==> config.mk <==
export PLATFORM = sky130hd
export DESIGN_NAME = dram_rfsh_seq
export DESIGN_NICKNAME = d
export VERILOG_FILES = /design/src/rtl/dram_rfsh_pkg.sv /design/src/rtl/rfsh_powerup_ctl.sv /design/src/rtl/rfsh_rate_tracker.sv /design/src/rtl/rfsh_strobe_fsm.sv /design/src/rtl/dram_rfsh_seq.sv
export SDC_FILE = /design/constraint.sdc
export NUM_CORES = 1
export LEC_CHECK = 0
export ABC_AREA = 1
export BUFFER_PORTS_ARGS = -buffer_cell sky130_fd_sc_hd__buf_2
export CORE_MARGIN = 5
export CORE_UTILIZATION = 40
export DETAILED_ROUTE_END_ITERATION = 16
export GPL_TIMING_DRIVEN = 0
export SKIP_LAST_GASP = 1
export SLEW_MARGIN = 20
export SYNTH_ARGS = -nofsm -noshare
export SYNTH_HDL_FRONTEND = slang
export SYNTH_HIERARCHICAL = 1
export SYNTH_SLANG_ARGS = --single-unit
==> constraint.sdc <==
create_clock -name clk -period 3.7 [get_ports clk]
set_input_delay 0.74 -clock clk [delete_from_list [all_inputs] [get_ports clk]]
set_output_delay 0.74 -clock clk [all_outputs]
set_load 0.03 [all_outputs]
==> src/rtl/dram_rfsh_pkg.sv <==
// Shared types for the DRAM refresh sequencer.
// Assumes: nothing beyond IEEE 1800-2017.
package dram_rfsh_pkg;
    typedef enum logic [1:0] {
        ST_IDLE = 2'd0,   // bus not driven by this block
        ST_LEAD = 2'd1,   // column-strobe lead or row-address setup
        ST_ACT  = 2'd2,   // row strobe low
        ST_PRE  = 2'd3    // row strobe precharge
    } strobe_st_e;

    function automatic int max3(input int a, input int b, input int c);
        int m;
        m = (a > b) ? a : b;
        return (m > c) ? m : c;
    endfunction
endpackage

==> src/rtl/rfsh_powerup_ctl.sv <==
// Power-up pause and initialisation-cycle bookkeeping.
// Counts PAUSE_CYC cycles after reset, then owes INIT_CYC refresh cycles.
// Assumes: take pulses once per started cycle, cycle_done once per finished one.
module rfsh_powerup_ctl #(
    parameter int PAUSE_CYC = 50000,
    parameter int INIT_CYC  = 8
) (
    input  logic clk,
    input  logic rst_n,
    input  logic take,
    input  logic cycle_done,
    output logic pause_done,
    output logic init_owed,
    output logic init_done
);
    localparam int PW = $clog2(PAUSE_CYC + 1);
    localparam int IW = $clog2(INIT_CYC + 1);

    logic [PW-1:0] pause_cnt;
    logic [IW-1:0] init_left;

    // Pause timer: runs once after reset and then holds.
    always_ff @(posedge clk) begin
        if (!rst_n) begin
            pause_cnt  <= '0;
            pause_done <= 1'b0;
        end else if (!pause_done) begin
            if (pause_cnt == PW'(PAUSE_CYC - 1)) pause_done <= 1'b1;
            else                                  pause_cnt  <= pause_cnt + 1'b1;
        end
    end

    // Initialisation cycles still to start.
    always_ff @(posedge clk) begin
        if (!rst_n)                                          init_left <= IW'(INIT_CYC);
        else if (take && pause_done && init_left != '0)      init_left <= init_left - 1'b1;
    end

    // Done flag: set when the last initialisation cycle finishes its precharge.
    always_ff @(posedge clk) begin
        if (!rst_n)                                               init_done <= 1'b0;
        else if (cycle_done && pause_done && init_left == '0)     init_done <= 1'b1;
    end

    assign init_owed = pause_done && (init_left != '0);


    init_sticky_chk: assert property (@(posedge clk) disable iff (!rst_n)
        !$fell(init_done));

    init_end_chk: assert property (@(posedge clk) disable iff (!rst_n)
        $rose(init_done) |-> $past(cycle_done));
endmodule

==> src/rtl/rfsh_rate_tracker.sv <==
// Interval timer and saturating owed-refresh counter.
// Adds one owed refresh every REFI_CYC cycles once enabled.
// Assumes: take only pulses while a refresh is owed.
module rfsh_rate_tracker #(
    parameter int REFI_CYC = 3900,
    parameter int PEND_MAX = 4
) (
    input  logic clk,
    input  logic rst_n,
    input  logic enable,
    input  logic take,
    output logic owed,
    output logic urgent
);
    localparam int TW = $clog2(REFI_CYC + 1);
    localparam int CW = $clog2(PEND_MAX + 1);

    logic [TW-1:0] timer;
    logic [CW-1:0] pending;
    logic          tick;
    logic          take_eff;

    assign tick     = enable && (timer == TW'(REFI_CYC - 1));
    assign take_eff = enable && take;

    // Free-running interval timer, held at zero until enabled.
    always_ff @(posedge clk) begin
        if (!rst_n || !enable) timer <= '0;
        else if (tick)         timer <= '0;
        else                   timer <= timer + 1'b1;
    end

    // Owed count: up on a tick, down on a take, saturating at PEND_MAX.
    always_ff @(posedge clk) begin
        if (!rst_n) begin
            pending <= '0;
        end else if (tick && !take_eff) begin
            if (pending != CW'(PEND_MAX)) pending <= pending + 1'b1;
        end else if (take_eff && !tick) begin
            if (pending != '0) pending <= pending - 1'b1;
        end
    end

    assign owed   = (pending != '0);
    assign urgent = (pending == CW'(PEND_MAX));


    pend_cap_chk: assert property (@(posedge clk) disable iff (!rst_n)
        pending <= CW'(PEND_MAX));

    pend_step_chk: assert property (@(posedge clk) disable iff (!rst_n)
        !enable |=> pending == '0);
endmodule

==> src/rtl/rfsh_strobe_fsm.sv <==
// Strobe engine: drives the row, column and write strobes for one refresh.
// Column-first mode chains refreshes with the column strobe held low.
// Row-address mode keeps the column strobe high and steps a row counter.
// Assumes: T_LEAD, T_RAS and T_RP are at least 1.
module rfsh_strobe_fsm
    import dram_rfsh_pkg::*;
#(
    parameter int RAS_ONLY = 0,
    parameter int ROW_W    = 12,
    parameter int T_LEAD   = 2,
    parameter int T_RAS    = 15,
    parameter int T_RP     = 10
) (
    input  logic             clk,
    input  logic             rst_n,
    input  logic             want,
    input  logic             grant,
    output logic             take,
    output logic             cycle_done,
    output logic             ras_n,
    output logic             cas_n,
    output logic [ROW_W-1:0] row_addr,
    output logic             busy
);
    localparam int TMAX = max3(T_LEAD, T_RAS, T_RP);
    localparam int CW   = $clog2(TMAX + 1);
    localparam logic [CW-1:0] LEAD_END = CW'(T_LEAD - 1);
    localparam logic [CW-1:0] ACT_END  = CW'(T_RAS - 1);
    localparam logic [CW-1:0] PRE_END  = CW'(T_RP - 1);

    strobe_st_e    st, nxt_st;
    logic [CW-1:0] cnt, nxt_cnt;
    logic          start_idle, pre_last, chain, act_last;

    assign start_idle = (st == ST_IDLE) && want && grant;
    assign pre_last   = (st == ST_PRE) && (cnt == PRE_END);
    assign act_last   = (st == ST_ACT) && (cnt == ACT_END);
    assign chain      = (RAS_ONLY == 0) && pre_last && want && grant;
    assign take       = start_idle || chain;
    assign cycle_done = pre_last;
    assign busy       = (st != ST_IDLE);

    // Next-state and phase-counter logic.
    always_comb begin
        nxt_st  = st;
        nxt_cnt = cnt + 1'b1;
        case (st)
            ST_IDLE: begin
                nxt_cnt = '0;
                if (start_idle) nxt_st = ST_LEAD;
            end
            ST_LEAD: if (cnt == LEAD_END) begin nxt_st = ST_ACT; nxt_cnt = '0; end
            ST_ACT:  if (act_last)        begin nxt_st = ST_PRE; nxt_cnt = '0; end
            ST_PRE:  if (pre_last) begin
                nxt_st  = chain ? ST_ACT : ST_IDLE;
                nxt_cnt = '0;
            end
            default: begin nxt_st = ST_IDLE; nxt_cnt = '0; end
        endcase
    end

    // State, counter and registered strobes.
    always_ff @(posedge clk) begin
        if (!rst_n) begin
            st    <= ST_IDLE;
            cnt   <= '0;
            ras_n <= 1'b1;
            cas_n <= 1'b1;
        end else begin
            st    <= nxt_st;
            cnt   <= nxt_cnt;
            ras_n <= (nxt_st != ST_ACT);
            cas_n <= (RAS_ONLY != 0) ? 1'b1 : (nxt_st == ST_IDLE);
        end
    end

    generate
        if (RAS_ONLY != 0) begin : g_row_ctr
            logic [ROW_W-1:0] row_q;
            // Row counter: steps when the row strobe is released.
            always_ff @(posedge clk) begin
                if (!rst_n)        row_q <= '0;
                else if (act_last) row_q <= row_q + 1'b1;
            end
            assign row_addr = row_q;


            row_hold_chk: assert property (@(posedge clk) disable iff (!rst_n)
                (!ras_n && $past(!ras_n)) |-> $stable(row_addr));

            row_step_chk: assert property (@(posedge clk) disable iff (!rst_n)
                $rose(ras_n) |-> row_addr == $past(row_addr) + 1'b1);

            cas_idle_chk: assert property (@(posedge clk) disable iff (!rst_n)
                cas_n);
        end else begin : g_no_row
            assign row_addr = '0;


            cas_lead_chk: assert property (@(posedge clk) disable iff (!rst_n)
                $fell(ras_n) |-> $past(!cas_n));

            cas_hold_chk: assert property (@(posedge clk) disable iff (!rst_n)
                (!ras_n && $past(!ras_n)) |-> !cas_n);
        end
    endgenerate
endmodule

==> src/rtl/dram_rfsh_seq.sv <==
// Top of the DRAM refresh and power-up sequencer.
// Joins the pause and initialisation control, the refresh-rate tracker
// and the strobe engine. Requests the bus and strobes it while granted.
// Assumes: the access controller releases the DRAM pins while bus_grant is high.
module dram_rfsh_seq #(
    parameter int RAS_ONLY  = 0,
    parameter int ROW_W     = 12,
    parameter int PAUSE_CYC = 50000,
    parameter int INIT_CYC  = 8,
    parameter int REFI_CYC  = 3900,
    parameter int PEND_MAX  = 4,
    parameter int T_LEAD    = 2,
    parameter int T_RAS     = 15,
    parameter int T_RP      = 10
) (
    input  logic             clk,
    input  logic             rst_n,
    input  logic             bus_grant,
    output logic             rfsh_req,
    output logic             rfsh_urgent,
    output logic             ras_n,
    output logic             cas_n,
    output logic             we_n,
    output logic [ROW_W-1:0] row_addr,
    output logic             busy,
    output logic             init_done
);
    logic pause_done, init_owed, rate_owed, rate_urgent, take, cycle_done;

    rfsh_powerup_ctl #(.PAUSE_CYC(PAUSE_CYC), .INIT_CYC(INIT_CYC)) u_pwr (
        .clk(clk), .rst_n(rst_n), .take(take), .cycle_done(cycle_done),
        .pause_done(pause_done), .init_owed(init_owed), .init_done(init_done)
    );

    rfsh_rate_tracker #(.REFI_CYC(REFI_CYC), .PEND_MAX(PEND_MAX)) u_rate (
        .clk(clk), .rst_n(rst_n), .enable(init_done), .take(take),
        .owed(rate_owed), .urgent(rate_urgent)
    );

    rfsh_strobe_fsm #(.RAS_ONLY(RAS_ONLY), .ROW_W(ROW_W), .T_LEAD(T_LEAD),
                      .T_RAS(T_RAS), .T_RP(T_RP)) u_strb (
        .clk(clk), .rst_n(rst_n), .want(rfsh_req), .grant(bus_grant),
        .take(take), .cycle_done(cycle_done), .ras_n(ras_n), .cas_n(cas_n),
        .row_addr(row_addr), .busy(busy)
    );

    assign rfsh_req    = init_owed || (init_done && rate_owed);
    assign rfsh_urgent = init_done && rate_urgent;
    assign we_n        = 1'b1;


    pause_quiet_chk: assert property (@(posedge clk) disable iff (!rst_n)
        !pause_done |-> (ras_n && !busy));

    no_grant_chk: assert property (@(posedge clk) disable iff (!rst_n)
        (!busy && !bus_grant) |=> !busy);

    urgent_req_chk: assert property (@(posedge clk) disable iff (!rst_n)
        rfsh_urgent |-> rfsh_req);
endmodule

==> flow_summary.yaml, run 1 <==
outcome:
  outcome: "finished, final reports clean"
clock_network:
  clk_latency_ns: 0.29
  clk_pin_slew_worst_paths_ns: 0.09
  cts_inserted_buffers: 5
  hold_buffers: 0
  cts_tree: "built"
  clock-root-buffer: "clkbuf_8"
  ctsResizeCount: 0
  clock_path_buffers: 2
  cts_setup_buffers: 0
  cts_sinks: 45
  htreeDepth: 2
yosys:
  synthTopCellsByArea: "dfxtp_1, nand2_1, nor2_1, inv_1, nand3_1"
  synth_area_per_cell_um2: 6.88
  syn_inst: 370
  ys_seq_area_frac: 0.354
  ys_ff_latch: 45
  synth_top_cell_by_area: "dfxtp_1"
  yosysWarnings: 6
  synth_cell_types: 31
  synth_top_area_share: 0.354
  syn-cell-area_um2: 2540
sta:
  final.setup.tns_ns: 0
  finalHoldViolations: 0
  timing.fmax_ghz: 0.431
  min_period_over_period: 0.626
  timing.final.max_slew_violations: 0
  fin_crit_ns: 2.32
  setup_viol: 0
  rsz0062_at_grt: "false"
  clock-skew-final_ns: 0.0107
  worst_slack_ns: 1.38
finish:
  area.sequential_um2: 901
  final_area_um2: 2860
  finalNetCount: 406
  final_cell_mix: "nand2_1, nor2_1, dfxtp_1, inv_1, nand3_1"
  final_common_cell: "nand2_1"
  area_growth_pct: 12.2
  fill_cells: 661
  antenna_cells: 0
  drive_gt1_frac: 0.186
  multi_input_area_um2: 1400
grt:
  grt_pass1_wl_mm: 8.31
  grt_max_degree: 15
  grtUsageTotal: 0.118
  grt_antenna_before_repair: 0
  grt_pass1_vias: 1988
  grt-ovfl-total: 0
worst_setup_path:
  cp.required_ns: 3.89
  worstSetupEndpointType: "flop"
  arrival_ns: 2.51
  critPathKind: "flop to flop"
  startpoint_type: "flop"
  critPathMaxFanout: 4
routing:
  ant_nets: 0
  drt_iter0_drc: 61
  vias_per_cell: 4.68
  routed_wirelength_mm: 4.58
  via_count: 2220
  first_pass_iters: 4
  wl_per_cell_um: 9.66
  drc_errors: 0
floorplanning:
  initial_utilization: 0.405
  core_region_area_um2: 6280
  rows: 29
  die_h_um: 89.8
  die_w_um: 89.8
  die_area_um2: 8060
  io_pins: 22
placement:
  place_congestion: 0.804
  dp_slack_ns: 1.37
  place_area_um2: 2720
  port_buffers: 8
  hpwl_mm: 3.55
flow_run:
  max_cap_viol_count: 0
power_and_ir_drop:
  p_per_area_nw_per_um2: 339
  leakage_nw: 1.17
  ir_drop_uv: 232
worst_hold_path:
  hp-class: "flop to flop"
worst paths after layout:
kind                      start                end  slack [ns]  depth (start not counted)
min             u_rate/timer[0]    u_rate/timer[0]        0.45                          1
max reg2reg  u_pwr/init_left[0]  u_rate/pending[1]        1.38                         14
max          u_pwr/init_left[0]  u_rate/pending[1]        1.38                         14
min reg2reg     u_rate/timer[0]    u_rate/timer[0]        0.45                          1
flip-flops by register name (all words and copies together) (netlist names):
| name | flops |
|---|---|
| u_strb/cnt | 4 |
| u_strb/st | 2 |
| u_pwr/pause_cnt | 16 |
| u_rate/pending | 3 |
| u_pwr/init_done | 1 |
| u_strb/ras_n | 1 |
| u_strb/cas_n | 1 |
| u_pwr/init_left | 4 |
| u_rate/timer | 12 |
| u_pwr/pause_done | 1 |
critical path: stages (launching register included):
cell     delay [ns]
dfxtp_1        0.32
inv_1          0.06
ha_1           0.22
nand3_1        0.10
inv_1          0.07
nor2_1         0.08
inv_1          0.05
nand2_1        0.08
nand2_1        0.09
a21oi_1        0.24
nand2_1        0.18
nand3_2        0.13
fa_1           0.41
a21oi_1        0.12
nor2_1         0.05
cell families after synthesis:
kind of cell,count (synthesis),share of synthesized area
buffers and inverters,62,0.113
xor gates and xnor gates,5,0.0172
DFF,45,0.354
other,2,0.00295
adders and majority gates,7,0.0374
AOI/OAI and AO/OA,42,0.0860
and+or+nand+nor,207,0.389
stage by stage:
| step | util | total power [mW] | hold WS (ns) | cells |
|---|---|---|---|---|
| final | 0.455 | 0.968 | 0.452 | 474 |
| after CTS | 0.455 | 0.988 | 0.453 | 474 |
| after global routing | 0.455 | 1.01 | 0.472 | 474 |
| after detailed placement | 0.434 | 0.546 | 0.436 | 466 |
| after global placement | 0.434 | 0.546 | 0.435 | 466 |
| after floorplan | - | 0.541 | 0.417 | 381 |
where the power goes:
| group | total (mW) | switching [mW] | leakage [nW] | internal, mW |
|---|---|---|---|---|
| sequential | 0.490 | 0.00288 | 0.363 | 0.487 |
| clock | 0.432 | 0.164 | 0.0681 | 0.268 |
| combinational | 0.0459 | 0.0298 | 0.743 | 0.0161 |
| total | 0.968 | 0.197 | 1.17 | 0.771 |
routing by layer:
metal | track usage | share of wire | vias to the layer above
met5 | 0 | 0 | -
met2 | 0.195 | 0.43 | 37
met4 | 0.0378 | 0.014 | 0
met3 | 0.0284 | 0.045 | 5
li1 | - | - | 1197
met1 | 0.151 | 0.51 | 981
cells in the mapped netlist:
library cell,n
nor3_1,6
nor2_2,10
buf_4,14
conb_1,2
ha_1,6
nand2_4,1
or2_0,1
or2_1,1
nand3_1,28
dfxtp_1,45
clkbuf_1,1
nand2_1,75
o21bai_1,1
o21ai_0,9
nor2_4,2
inv_2,5
a31oi_1,2
a21oi_1,27
buf_2,2
nor2_1,55
nor3_2,2
nand4_1,5
a21oi_2,1
o21ai_1,2
inv_1,40
nor3b_2,3
xor2_1,3
fa_1,1
xnor2_1,2
nand3_2,6
nand2_2,12
cell type report:
type	instances	share of cell area
multi-input combinational	274	0.489
sequential	45	0.315
inverter	45	0.0591
buffer	17	0.0416
tap	77	0.0337
clock buffer	5	0.0241
clock inverter	3	0.0228
timing repair buffer	8	0.0140
Power figures use the tool's default switching activity.
==> run 2, diff against run 1 <==
--- a/config.mk
+++ b/config.mk
@@ -5,7 +5,7 @@
 export SDC_FILE = /design/constraint.sdc
 export NUM_CORES = 1
 export LEC_CHECK = 0
-export ABC_AREA = 1
+export ABC_AREA = 0
 export BUFFER_PORTS_ARGS = -buffer_cell sky130_fd_sc_hd__buf_2
 export CORE_MARGIN = 5
 export CORE_UTILIZATION = 40
==> constraint.sdc (replaced) <==
create_clock -name clk -period 2.3 [get_ports clk]
set_input_delay 0.46 -clock clk [delete_from_list [all_inputs] [get_ports clk]]
set_output_delay 0.46 -clock clk [all_outputs]
set_load 0.03 [all_outputs]
==> flow_summary.yaml, run 2 <==
outcome:
  outcome: "complete, but fails checks"
  violations: "negative setup slack"
clock_network:
  clock-root-buffer: "clkbuf_8"
  cts_inserted_buffers: 5
  cts_tree: "built"
  clk_pin_slew_worst_paths_ns: 0.08
  hold_buffers: 0
  cts_sinks: 45
  htreeDepth: 2
  clock_path_buffers: 2
  clk_latency_ns: 0.29
yosys:
  synth_top_area_share: 0.367
  synth.most_common_cell: "dfxtp_1"
  syn-cell-area_um2: 2450
  ys_ff_latch: 45
  synth_top_cell_by_area: "dfxtp_1"
  synth_flop_cell: "dfxtp_1"
  synth_area_per_cell_um2: 8.86
  synth_edf_count: 0
  ys_seq_area_frac: 0.367
  syn_inst: 277
  synth_cell_types: 60
  postSynth.asyncResetShare: 0
  synthTopCellsByCount: "dfxtp_1, nand2_1, nor2_1"
  yosysWarnings: 6
  synthTopCellsByArea: "dfxtp_1, xnor2_1, buf_4, nand2_1, xor2_1"
finish:
  largest_register_ffs: 16
  area_growth_pct: 17.7
  final_common_cell: "dfxtp_1"
  top_register: "u_pwr/pause_cnt"
  finalNetCount: 324
  post-route-util: 0.485
  antenna_cells: 0
  top_regs: "u_pwr/pause_cnt (16), u_rate/timer (12)"
  final_cell_mix: "dfxtp_1, buf_4, nand2_1, nor2_1, xnor2_1"
  drive_gt1_frac: 0.217
floorplanning:
  die_area_um2: 7800
  die_h_um: 88.3
  initial_utilization: 0.412
  rows: 28
  io_pins: 22
  core_region_area_um2: 5960
  die_w_um: 88.3
power_and_ir_drop:
  ir_drop_uv: 416
  power.switching_mw: 0.309
  p_sw_frac: 0.215
  p_int_mw: 1.13
  p_clk_frac: 0.398
  power_mw: 1.43
  leakage_nw: 1.17
  p_per_area_nw_per_um2: 497
  comb_power_share: 0.054
  p_seq_frac: 0.548
sta:
  finalHoldViolations: 0
  final.setup.tns_ns: -0.519
  timing.final.max_slew_violations: 0
  rsz0062_at_grt: "true"
  setup_viol: 2
  fin_crit_ns: 2.63
  min_period_over_period: 1.15
  worst_slack_ns: -0.334
  timing.fmax_ghz: 0.380
  clock-skew-final_ns: 0.00795
routing:
  vias_per_cell: 4.89
  via_count: 1904
  wl_per_cell_um: 11.6
  routed_wirelength_mm: 4.52
  drc_errors: 0
  drt_iter0_drc: 56
  first_pass_iters: 6
  ant_nets: 0
worst_setup_path:
  crit_buf_inv: 1
  startpoint_type: "flop"
  worstSetupEndpointType: "flop"
  critPathKind: "flop to flop"
  path_cells: "inv_2, ha_4, or3b_4, and2_4, a21o_4, nand2_4, nor2_4, nand2_4, nand2_2, fa_2, mux2_4, nand2_1, a21oi_2, a21oi_2, nor2_1"
  crit_family: "simple AND/OR/NAND/NOR gates"
  critPathMaxFanout: 3
  crit_slowest_cell: "fa_2"
  max_stage_delay_ns: 0.46
  cp.required_ns: 2.49
  arrival_ns: 2.82
grt:
  grt_pass1_wl_mm: 8.09
  use_met1: 0.153
  grt_pass1_vias: 1875
  grtUsageTotal: 0.128
  grt-ovfl-total: 0
  grt_max_degree: 22
  grt_antenna_before_repair: 0
  grt-busiest-layer: "met2"
  grtUsageMet3: 0.0410
  grt_use_met2: 0.222
placement:
  port_buffers: 8
  place_congestion: 0.726
  dp_slack_ns: -0.492
  hpwl_mm: 3.10
worst_hold_path:
  hp-class: "flop to flop"
flow_run:
  max_cap_viol_count: 0
==> run 2: cell type report <==
type                       instances  area, µm²
clock inverter                     2       35.0
inverter                          13       48.8
tap                               75       93.8
sequential                        45        903
multi-input combinational        212       1480
buffer                            18        126
timing repair buffer              19        129
clock buffer                       5       68.8
fill                             587       3070
==> run 2: per-layer routing <==
layer,wire [µm],up-vias
li1,-,1008
met1,2060,876
met2,2300,18
met3,133,2
met4,27,0
met5,0,-
==> run 2: metrics by stage <==
stage          hold WS (ns)  cell area [µm²]  instances
2_1_floorplan         0.426             2550        288
3_3_place_gp          0.443             2690        371
3_5_place_dp          0.452             2690        371
4_1_cts               0.471             2850        386
5_1_grt               0.494             2890        389
6_report              0.462             2890        389
==> run 2: final timing paths <==
path                      startpoint           endpoint  slack (ns)  cells after the start
setup / recovery  u_pwr/init_left[0]  u_rate/pending[1]       -0.33                     15
hold reg to reg      u_rate/timer[0]    u_rate/timer[0]        0.46                      1
hold / removal       u_rate/timer[0]    u_rate/timer[0]        0.46                      1
setup reg to reg  u_pwr/init_left[0]  u_rate/pending[1]       -0.33                     15
==> run 2: cells by family (layout without fill, tap and decap cells) <==
logic type | Yosys count | after routing | share of synthesized area
other | 2 | 13 | 0.00306
adders and majority gates | 7 | 7 | 0.0387
muxes | 4 | 4 | 0.0168
DFF | 45 | 45 | 0.367
and+or+nand+nor | 127 | 127 | 0.306
buffers and inverters | 31 | 57 | 0.0714
AOI/OAI and AO/OA | 36 | 36 | 0.108
xor gates and xnor gates | 25 | 25 | 0.0892
==> run 2: timing repair <==
item	in CTS	in global routing
pin swaps	5	2
endpoints found under the setup margin	2	3
gates cloned	0	0
gates resized for setup	1	5
setup buffers	8	3
==> run 2: power by group through the flow <==
stage | combinational [mW] | clock [mW] | sequential, mW
4_1_cts | 0.0766 | 0.595 | 0.787
3_3_place_gp | 0.0758 | 0 | 0.805
6_report | 0.0773 | 0.571 | 0.787
5_1_grt | 0.0843 | 0.637 | 0.788
2_1_floorplan | 0.0638 | 0 | 0.804
3_5_place_dp | 0.0765 | 0 | 0.805
==> run 3, diff against run 2 <==
--- a/config.mk
+++ b/config.mk
@@ -11,6 +11,7 @@
 export CORE_UTILIZATION = 40
 export DETAILED_ROUTE_END_ITERATION = 16
 export GPL_TIMING_DRIVEN = 0
+export SETUP_SLACK_MARGIN = 0.5
 export SKIP_LAST_GASP = 1
 export SLEW_MARGIN = 20
 export SYNTH_ARGS = -nofsm -noshare
==> flow_summary.yaml, run 3 (same netlist as run 2, synthesis figures left out) <==
clock_network:
  cts_inserted_buffers: 5
  cts_tree: "built"
  hold_buffers: 0
  clock-root-buffer: "clkbuf_8"
  htreeDepth: 2
  cts_sinks: 45
  clk_pin_slew_worst_paths_ns: 0.08
  clock_path_buffers: 2
  clk_latency_ns: 0.30
worst_setup_path:
  crit_family: "simple AND/OR/NAND/NOR gates"
  crit_slowest_cell: "fa_2"
  max_stage_delay_ns: 0.44
  worstSetupEndpointType: "flop"
  cp.depth: 15
  crit_buf_inv: 1
  critPathMaxFanout: 2
  startpoint_type: "flop"
  arrival_ns: 2.83
  path_cells: "inv_2, ha_4, or3b_4, and2_4, a21o_4, nand2_4, nor2_4, nand2_4, nand2_2, fa_2, mux2_4, nand2_1, a21oi_1, a21oi_1, nor2_1"
  reg2reg_depth: 15
  rrSetupSlack_ns: -0.33
  cp.required_ns: 2.49
  critPathKind: "flop to flop"
flow_run:
  max_cap_viol_count: 0
grt:
  grt_antenna_before_repair: 0
  grt_pass1_vias: 1949
  grt_max_degree: 22
  grtUsageTotal: 0.135
  grt_pass1_wl_mm: 8.44
  grt-ovfl-total: 0
placement:
  place_congestion: 0.759
  hpwl_mm: 3.19
  place_area_um2: 2690
  dp_slack_ns: -0.517
  port_buffers: 8
power_and_ir_drop:
  p_per_area_nw_per_um2: 448
  ir_drop_uv: 325
  leakage_nw: 1.20
sta:
  timing.fmax_ghz: 0.380
  holdWs_ns: 0.468
  finalHoldViolations: 0
  timing.final.max_slew_violations: 0
  timing.max_slew.rel_slack: 0.656
  clock-skew-final_ns: 0.00422
  setup_viol: 3
  min_period_over_period: 1.15
  fin_crit_ns: 2.63
  rsz0062_at_grt: "true"
  worst_slew_pin_slew_ns: 0.512
  worst_slack_ns: -0.334
worst_hold_path:
  min_path_cells: 1
  hp-class: "flop to flop"
finish:
  largest_register_ffs: 16
  finalNetCount: 330
  final_common_cell: "dfxtp_1"
  final_cell_mix: "dfxtp_1, buf_4, nand2_1, nor2_1, xnor2_1"
  antenna_cells: 0
  final_area_um2: 2980
  top_register: "u_pwr/pause_cnt"
  fill_cells: 588
  drive_gt1_frac: 0.246
  top_regs: "u_pwr/pause_cnt (16), u_rate/timer (12)"
  area_growth_pct: 21.6
routing:
  ant_nets: 0
  wl_per_cell_um: 12.1
  via_count: 1963
  routed_wirelength_mm: 4.80
  first_pass_iters: 4
  vias_per_cell: 4.96
  drt_iter0_drc: 54
  drc_errors: 0
outcome:
  outcome: "complete, but fails checks"
  violations: "negative setup slack"
floorplanning:
  initial_utilization: 0.412
  die_area_um2: 7800
  die_h_um: 88.3
  core_region_area_um2: 5960
  io_pins: 22
  rows: 28
  die_w_um: 88.3
[run 3: cell types whose count changed in the layout (fill, tap and decap cells not counted), sizes merged]
cell	previous run	this run
buf	35	41
clkbuf	7	10
bufinv	1	0
clkinv	1	0
[run 3: path summary, 6_finish.rpt]
path	from	endpoint
worst max-delay path	u_pwr/init_left[0]	u_rate/pending[1]
worst min-delay path	u_rate/timer[0]	u_rate/timer[0]
worst max register to register	u_pwr/init_left[0]	u_rate/pending[1]
worst min register to register	u_rate/timer[0]	u_rate/timer[0]
[run 3: final cells by class]
type / instances / area, µm² / share of cell area
sequential: 45 / 905 / 0.303
timing repair buffer: 25 / 189 / 0.0633
buffer: 18 / 133 / 0.0444
tap: 75 / 93.8 / 0.0314
clock buffer: 8 / 80.1 / 0.0268
inverter: 13 / 48.8 / 0.0164
multi-input combinational: 212 / 1540 / 0.514
[run 3: worst reg2reg max path: stages (launching register included)]
cell and delay, ns:
dfxtp_2 0.33, inv_2 0.07, ha_4 0.12, or3b_4 0.37, and2_4 0.14, a21o_4 0.20
nand2_4 0.08, nor2_4 0.05, nand2_4 0.07, nand2_2 0.06, fa_2 0.44, mux2_4 0.27
nand2_1 0.05, a21oi_1 0.06, a21oi_1 0.15, nor2_1 0.05
[run 3: repair_timing]
item	4_1_cts	5_1_grt
pin swaps	6	8
setup endpoints to repair	20	26
endpoints found under the hold margin	0	0
resized for setup	8	11
buffers inserted	11	6
[run 3: power breakdown]
part	internal, mW	switching, mW	total, mW	leakage (nW)
clock	0.216	0.257	0.474	0.0395
sequential	0.783	0.00377	0.787	0.364
combinational	0.0271	0.0508	0.0779	0.796
total	1.03	0.312	1.34	1.20
[run 3: through the flow]
step | instances | TNS (ns) | power, mW | utilization
global placement | 371 | -0.823 | 0.881 | 0.451
CTS | 390 | -0.576 | 1.37 | 0.485
global route | 396 | -1.01 | 1.40 | 0.501
detailed placement | 371 | -0.874 | 0.882 | 0.451
floorplan | 288 | -0.680 | 0.868 | -
finish | 396 | -0.727 | 1.34 | 0.501
[run 3: per-layer routing]
layer	vias to the layer above	track usage	routed length, µm
li1	1025	-	-
met1	909	0.162	2210
met2	20	0.227	2350
met3	9	0.0279	129
met4	0	0.0742	106
met5	-	0	0
